===== src/rtl/sdseq_pkg.sv =====
package sdseq_pkg;
  typedef enum logic [1:0] {
    CMD_NOP = 2'b00,
    CMD_RD  = 2'b01,
    CMD_WR  = 2'b10,
    CMD_RSV = 2'b11
  } cmd_e;

  localparam int BEAT_W = 3;   // up to 8 beats
  localparam int ADDR_W = 16;  // internal width for column arithmetic

  // legality of a mode word: burst code, latency code, operating mode
  function automatic logic mode_legal(input logic [9:0] w);
    logic bl_ok, cl_ok, op_ok;
    bl_ok = (w[2] == 1'b0);
    cl_ok = (w[6:4] == 3'b010) || (w[6:4] == 3'b011);
    op_ok = (w[8:7] == 2'b00);
    return bl_ok && cl_ok && op_ok;
  endfunction

  // sequential wrap of beat k inside a block of 2**lg columns
  function automatic logic [ADDR_W-1:0] wrap_col(input logic [ADDR_W-1:0] base,
                                                 input logic [BEAT_W-1:0] k,
                                                 input logic [1:0] lg);
    logic [ADDR_W-1:0] mask;
    mask = (ADDR_W'(1) << lg) - ADDR_W'(1);
    return (base & ~mask) | ((base + ADDR_W'(k)) & mask);
  endfunction
endpackage


===== src/rtl/sdseq_mode_reg.sv =====
module sdseq_mode_reg #(
  parameter int MODE_W = 10
) (
  input  logic              clk,
  input  logic              rst_n,
  input  logic              ld_i,
  input  logic [MODE_W-1:0] word_i,
  input  logic              may_load_i,
  output logic [1:0]        bl_lg_o,
  output logic              cl3_o,
  output logic              wr_single_o,
  output logic              err_o,
  output logic              accept_o,
  output logic              reject_o
);
  import sdseq_pkg::*;

  logic attempt, legal;

  assign attempt  = ld_i && may_load_i;
  assign legal    = mode_legal(word_i[9:0]);
  assign accept_o = attempt && legal;
  assign reject_o = attempt && !legal;

  always_ff @(posedge clk) begin
    if (!rst_n) begin
      bl_lg_o     <= 2'd0;
      cl3_o       <= 1'b0;
      wr_single_o <= 1'b0;
      err_o       <= 1'b0;
    end else if (accept_o) begin
      bl_lg_o     <= word_i[1:0];
      cl3_o       <= word_i[4];
      wr_single_o <= word_i[9];
      err_o       <= 1'b0;
    end else if (reject_o) begin
      err_o       <= 1'b1;
    end
  end
endmodule


===== src/rtl/sdseq_burst_engine.sv =====
module sdseq_burst_engine #(
  parameter int COL_W = 10
) (
  input  logic             clk,
  input  logic             rst_n,
  input  logic             start_i,
  input  logic             is_wr_i,
  input  logic [COL_W-1:0] col_i,
  input  logic [1:0]       bl_lg_i,
  input  logic             wr_single_i,
  output logic             active_o,
  output logic             wr_o,
  output logic             rd_beat_o,
  output logic [COL_W-1:0] col_o,
  output logic             first_o,
  output logic             last_o
);
  import sdseq_pkg::*;

  logic                  is_wr_q;
  logic [COL_W-1:0]      base_q;
  logic [BEAT_W-1:0]     k_q;
  logic [1:0]            lg_q;
  logic [BEAT_W-1:0]     last_k;
  logic [ADDR_W-1:0]     wide_col;

  assign last_k    = BEAT_W'((4'd1 << lg_q) - 4'd1);
  assign last_o    = active_o && (k_q == last_k);
  assign first_o   = active_o && (k_q == '0);
  assign wr_o      = active_o && is_wr_q;
  assign rd_beat_o = active_o && !is_wr_q;
  assign wide_col  = wrap_col(ADDR_W'(base_q), k_q, lg_q);
  assign col_o     = wide_col[COL_W-1:0];

  always_ff @(posedge clk) begin
    if (!rst_n) begin
      active_o <= 1'b0;
      is_wr_q  <= 1'b0;
      base_q   <= '0;
      k_q      <= '0;
      lg_q     <= 2'd0;
    end else if (start_i) begin
      active_o <= 1'b1;
      is_wr_q  <= is_wr_i;
      base_q   <= col_i;
      k_q      <= '0;
      lg_q     <= (is_wr_i && wr_single_i) ? 2'd0 : bl_lg_i;
    end else if (active_o) begin
      if (last_o) active_o <= 1'b0;
      else        k_q      <= k_q + BEAT_W'(1);
    end
  end
endmodule


===== src/rtl/sdseq_rd_pipe.sv =====
module sdseq_rd_pipe #(
  parameter int MAX_CL = 3
) (
  input  logic clk,
  input  logic rst_n,
  input  logic beat_i,
  input  logic cl3_i,
  output logic vld_o,
  output logic oe_o,
  output logic busy_o
);
  logic [MAX_CL:1] pipe_q;
  int cl;

  always_comb begin
    cl     = cl3_i ? 3 : 2;
    vld_o  = pipe_q[cl];
    oe_o   = pipe_q[cl] | pipe_q[cl-1];
    busy_o = 1'b0;
    for (int j = 1; j <= MAX_CL; j++)
      if (j <= cl) busy_o = busy_o | pipe_q[j];
  end

  always_ff @(posedge clk) begin
    if (!rst_n) pipe_q <= '0;
    else        pipe_q <= {pipe_q[MAX_CL-1:1], beat_i};
  end
endmodule


===== src/rtl/sdram_burst_seq.sv =====
module sdram_burst_seq #(
  parameter int COL_W  = 10,
  parameter int MODE_W = 10
) (
  input  logic              clk,
  input  logic              rst_n,
  input  logic [1:0]        cmd_i,
  input  logic [COL_W-1:0]  col_i,
  input  logic              mode_ld_i,
  input  logic [MODE_W-1:0] mode_i,
  output logic [COL_W-1:0]  col_o,
  output logic              acc_o,
  output logic              wr_o,
  output logic              dq_oe_o,
  output logic              rd_vld_o,
  output logic              mode_err_o
);
  import sdseq_pkg::*;

  // named internal events
  logic       burst_start, is_wr_cmd, may_load, idle_w;
  logic       mode_accept, mode_reject;
  logic       beat_first, beat_last, rd_beat, pipe_busy;
  logic [1:0] bl_lg;
  logic       cl3, wr_single;

  assign is_wr_cmd   = (cmd_i == CMD_WR);
  assign burst_start = (cmd_i == CMD_RD) || is_wr_cmd;
  assign idle_w      = !acc_o && !pipe_busy;
  assign may_load    = idle_w && !burst_start;

  sdseq_mode_reg #(.MODE_W(MODE_W)) u_mode (
    .clk(clk), .rst_n(rst_n), .ld_i(mode_ld_i), .word_i(mode_i),
    .may_load_i(may_load), .bl_lg_o(bl_lg), .cl3_o(cl3),
    .wr_single_o(wr_single), .err_o(mode_err_o),
    .accept_o(mode_accept), .reject_o(mode_reject)
  );

  sdseq_burst_engine #(.COL_W(COL_W)) u_eng (
    .clk(clk), .rst_n(rst_n), .start_i(burst_start), .is_wr_i(is_wr_cmd),
    .col_i(col_i), .bl_lg_i(bl_lg), .wr_single_i(wr_single),
    .active_o(acc_o), .wr_o(wr_o), .rd_beat_o(rd_beat), .col_o(col_o),
    .first_o(beat_first), .last_o(beat_last)
  );

  sdseq_rd_pipe #(.MAX_CL(3)) u_pipe (
    .clk(clk), .rst_n(rst_n), .beat_i(rd_beat), .cl3_i(cl3),
    .vld_o(rd_vld_o), .oe_o(dq_oe_o), .busy_o(pipe_busy)
  );
endmodule


===== config.mk =====
export PLATFORM = sky130hd
export DESIGN_NAME = sdram_burst_seq
export DESIGN_NICKNAME = d
export VERILOG_FILES = /design/src/rtl/sdseq_pkg.sv /design/src/rtl/sdseq_mode_reg.sv /design/src/rtl/sdseq_burst_engine.sv /design/src/rtl/sdseq_rd_pipe.sv /design/src/rtl/sdram_burst_seq.sv
export SDC_FILE = /design/constraint.sdc
export NUM_CORES = 1
export LEC_CHECK = 0
export BUFFER_PORTS_ARGS = -buffer_cell sky130_fd_sc_hd__buf_2
export CAP_MARGIN = 5
export CORE_MARGIN = 5
export CORE_UTILIZATION = 45
export DETAILED_ROUTE_END_ITERATION = 10
export GPL_TIMING_DRIVEN = 0
export PLACE_DENSITY_LB_ADDON = 0.08
export SKIP_LAST_GASP = 1
export SLEW_MARGIN = 10
export SYNTH_ARGS = -nofsm -noshare
export SYNTH_HDL_FRONTEND = slang
export SYNTH_HIERARCHICAL = 1
export SYNTH_SLANG_ARGS = --single-unit

===== constraint.sdc =====
create_clock -name clk -period 1.95 [get_ports clk]
set_clock_uncertainty 0.15 [all_clocks]
set_input_delay 0.195 -clock clk [delete_from_list [all_inputs] [get_ports clk]]
set_output_delay 0.195 -clock clk [all_outputs]
set_load 0.01 [all_outputs]

* After elaboration in Yosys (flattened, before gate mapping)
Cells that the tools add are included.
** Word-level totals
- Register bits :: 25
- Output and inout bits :: 15
- Logic and storage cells :: 73
** Cells by class
- Add/subtract/negate cells :: 5
- Order comparisons :: 5
- Equal/unequal tests :: 5
- Shift operators :: 2
- Mux-type cells :: 14
- Bitwise gates (word level) :: 10
- Reduce and logical (&&, ||, !) cells :: 22
** Operators by type and width (count)
- 3-bit by 32-bit less-or-equal comparator with 1-bit output (first input constant) :: 2
- 32-bit by 4-bit < comparator with 1-bit output (second input constant) :: 2
- 2-bit by 32-bit less-or-equal comparator with 1-bit output (first input constant) :: 1
- 32-bit by 2-bit subtractor with 32-bit output (second input constant) :: 1
- 10-bit AND :: 2
- 1-bit logical AND :: 11
- 1-bit 2-to-1 mux :: 11
- 10-bit by 3-bit adder with 10-bit output :: 1
- 10-bit NOT :: 1
- 10-bit OR :: 1
- 1-bit by 2-bit << shifter with 10-bit output (first input constant) :: 1
- 10-bit by 2-bit subtractor with 10-bit output (second input constant) :: 1
- 3-bit by 2-bit == test with 1-bit output (second input constant) :: 2
- 1-bit logical NOT :: 5
- 1-bit binary-select mux with 2-bit select :: 2
- 2-bit OR reduction :: 2
- 3-bit by 1-bit adder with 3-bit output (second input constant) :: 1
- 3-bit == test :: 1
- 1-bit NOT :: 3
- 1-bit OR :: 3
- 1-bit by 2-bit << shifter with 3-bit output (first input constant) :: 1
- 3-bit by 1-bit subtractor with 3-bit output (second input constant) :: 1
- 2-bit by 1-bit == test with 1-bit output (second input constant) :: 1
- 2-bit == test (second input constant) :: 1
- 4 further kinds :: 5

* Longest topological paths before layout
- Depth in word-level cells :: 13
- Gate-level depth with buffers :: 7

* Modules after synthesis
The synthesis kept the hierarchy.
** By module, submodules not included
- sdseq_burst_engine :: times used 1, cells an instance 102, area each 959.7 um2, seq. area each 340.3 um2
- sdseq_mode_reg :: times used 1, cells an instance 24, area each 230.2 um2, seq. area each 100.1 um2
- sdseq_rd_pipe :: times used 1, cells an instance 11, area each 111.4 um2, seq. area each 60.1 um2
- sdram_burst_seq :: times used 1, cells an instance 4, area each 32.5 um2, seq. area each 0.0 um2

* Worst setup path before layout
Ideal clock, no wire load.
- Path type :: reg2out
- Start :: register u_eng.k_q[0]
- End :: output col_o[8]
- Data arrival time :: 1625 ps
- Setup slack :: -20 ps
- Stages on the path, launching flop included :: 7
- Cells stage by stage :: dfxtp_1 > ha_1 > fa_1 > a21oi_1 > nor4_1 > nand3_1 > xnor2_1
** On the way
- Word-level cells in the longest chain between the ends :: 3
** Ends and longest elaborated chain
- start: declaration :: line sdseq_burst_engine.sv:22 : logic [BEAT_W-1:0] k_q;
- start signal: assignment :: line sdseq_burst_engine.sv:50 : else k_q <= k_q + BEAT_W'(1);
- 10-bit by 3-bit adder with 10-bit output :: line sdseq_pkg.sv:27 : return (base & ~mask) | ((base + ADDR_W'(k)) & mask);
- 10-bit AND :: line sdseq_pkg.sv:27
- 10-bit OR :: line sdseq_pkg.sv:27
- end: declaration :: line sdram_burst_seq.sv:11 : output logic [COL_W-1:0] col_o,
No other way between the ends.

* Worst setup path after layout
- Start :: register u_eng.base_q[0]
- End :: output col_o[6]
** On the way
- Word-level cells in the longest chain between the ends :: 3
** Ends and longest elaborated chain
- start: declaration :: line sdseq_burst_engine.sv:21 : logic [COL_W-1:0] base_q;
- start signal: assignment :: line sdseq_burst_engine.sv:45 : base_q <= col_i;
- 10-bit by 3-bit adder with 10-bit output :: line sdseq_pkg.sv:27
- 10-bit AND :: line sdseq_pkg.sv:27
- 10-bit OR :: line sdseq_pkg.sv:27
No other way between the ends.

==> summary.txt <==
Run status
  • Status: complete, but fails checks
  • Failing checks: setup timing

Floorplan
  • Die Ht: 63.8 um
  • Top Ports: 40
  • Rows: 19
  • Die area: 4070 um^2
  • CORE AREA: 2760 um^2
  • Initial core utilization: 0.473
  • DIE WIDTH: 63.8 um

Flow run
  • Max_cap viols: 0

Clock tree
  • H-tree depth: 1
  • CTS Sinks: 25
  • Num CTS Buffers: 3
  • Clock slew at reported path FFs: 0.13 ns
  • CTS Buffer Depth: 2
  • Root Driver: clkbuf_4
  • Worst skew pair latency: 0.32 ns
  • CTS tree: yes

Power and ir drop
  • Peak VDD IR: 0.549 mV
  • Total power: 978 uW
  • Leak pwr: 0.000820 uW
  • Pwr dens: 532 nW/um^2

Yosys
  • Synth Instances: 136
  • Mean area per synthesized cell: 9.59 um^2
  • Post-Syn Area: 1300 um^2
  • Warnings from Yosys: 6
  • Post-Syn Nets: 168

Timing
  • Fin worst setup slack: -0.278 ns
  • RSZ-0062 raised after global routing: yes
  • Fmax: 449 MHz
  • Worst-Margin Slew: 0.410 ns
  • Setup Total Neg Slack: -0.968 ns
  • Slew headroom: 0.727
  • Share of the clock period used by the worst path: 1.14
  • Period minus WS final: 2.23 ns
  • Fin. Hold Viols: 0
  • Max Slew Vio Count: 0
  • Final setup viols: 5

Global route
  • GRT overflow: 0
  • Largest net degree at the start of global routing: 14
  • GRT Total Usage: 0.148
  • Initial antenna violation count: 0
  • Vias in the first global route: 1106
  • Wire length of the first global-routing pass: 4.91 mm

Finish
  • Post-Route Utilization: 0.667
  • Fin area: 1840 um^2
  • Nets: 230
  • # fillers: 227
  • Antenna diodes: 0
  • Reg area: 514 um^2
  • Footprint of the multi-input gates: 818 um^2
  • Area growth from synthesis to layout: 41.0%
  • Layout cell share with drive strength beyond 1: 0.365

Setup path
  • CP required: 1.60 ns
  • Critical-path maximum fanout: 3
  • Worst Setup Start Kind: flip-flop
  • CP Capture Type: output pin
  • Crit path DAT: 1.88 ns
  • WS Path Type: flip-flop to output pin

Drt
  • DR vias/cell: 4.90
  • Final WL: 2.97 mm
  • DR WL/cell: 13.0 um
  • Via Count: 1117
  • Number of iterations in the first detailed-routing pass: 4
  • Post-DRT Antenna Nets: 0
  • Initial DRC count: 38
  • DRC viols: 0

Min path
  • Worst min-delay path class: input port to flip-flop

Placed design
  • GPL Wtd Cong: 0.702
  • Port buffer count: 38
  • Final HPWL DP: 2.05 mm
  • Area after DPL: 1530 um^2
-- cell type report --
cell class / instances / area share
multi-input cells: 96 / 0.445
flip-flops and latches: 25 / 0.280
repair buffers: 58 / 0.208
well taps: 31 / 0.0211
plain buffers: 8 / 0.0197
clock buffers: 4 / 0.0143
inverters: 6 / 0.0123
-- worst max-delay path: stages (launching register included) --
cell and delay, ns:
dfxtp_4 0.38, ha_4 0.16, fa_2 0.37, a21oi_4 0.20, nor4_4 0.06, buf_4 0.13
xor2_1 0.13, buf_2 0.14
-- through the flow --
step           hold WS, ns  setup WS [ns]  instances
2_1_floorplan        0.167        0.00344        136
3_3_place_gp         0.286         -0.225        205
3_5_place_dp         0.300         -0.273        205
4_1_cts             0.0164         -0.269        226
5_1_grt             0.0137         -0.385        228
6_report            0.0233         -0.278        228
-- path summary, 6_finish.rpt --
| path | from | end | slack [ns] | cells past startpoint |
|---|---|---|---|---|
| worst min-delay path | mode_i[7] | u_mode/cl3_o | 0.02 | 3 |
| worst min register to register | u_mode/bl_lg_o[1] | u_mode/bl_lg_o[1] | 0.32 | 2 |
| worst max register to register | u_mode/cl3_o | u_mode/wr_single_o | 0.24 | 6 |
| worst max-delay path | u_eng/base_q[0] | col_o[6] | -0.28 | 7 |
-- where the power goes --
part	switching [uW]	internal [uW]	leakage, uW
Clock	155	80.2	0.0000150
Combinational	82.7	109	0.000598
Sequential	20.7	531	0.000208
Total	259	720	0.000820
-- timing repair --
item	4_1_cts	5_1_grt
setup endpoints to repair	5	7
hold endpoints to repair	14	0
pin swaps	6	6
setup buffers	4	2
hold buffers	14	0
gates resized for setup	19	4
-- state kept, by name, indices dropped and copies added (netlist names) --
signal              cells
u_eng/active_o          1
u_eng/base_q           10
u_eng/is_wr_q           1
u_eng/k_q               3
u_eng/lg_q              2
u_mode/bl_lg_o          2
u_mode/cl3_o            1
u_mode/err_o            1
u_mode/wr_single_o      1
u_pipe/pipe_q           3
-- routing by layer --
layer | global-route usage | wire length, um | vias up
met1 | 0.165 | 1270 | 511
met3 | 0.0525 | 169 | 6
met5 | 0 | 0 | -
met4 | 0.0312 | 29 | 0
met2 | 0.270 | 1500 | 24
li1 | - | - | 576
-- placed cells by master (no fill, tap or decap), types with 2 or more instances in the layout --
cell,count
a21boi_0,2
inv_1,6
and2_1,4
mux2_4,2
clkbuf_1,6
xor2_1,3
nand3_1,4
ha_4,3
nand2_1,15
buf_4,7
xnor2_1,2
a21oi_1,3
dfxtp_2,2
buf_2,39
dfxtp_4,3
mux2i_1,16
dlygate4sd3_1,14
clkbuf_4,3
dfxtp_1,20
nor2b_1,13
ha_1,3
No activity file was read; power rests on OpenSTA's default activity.
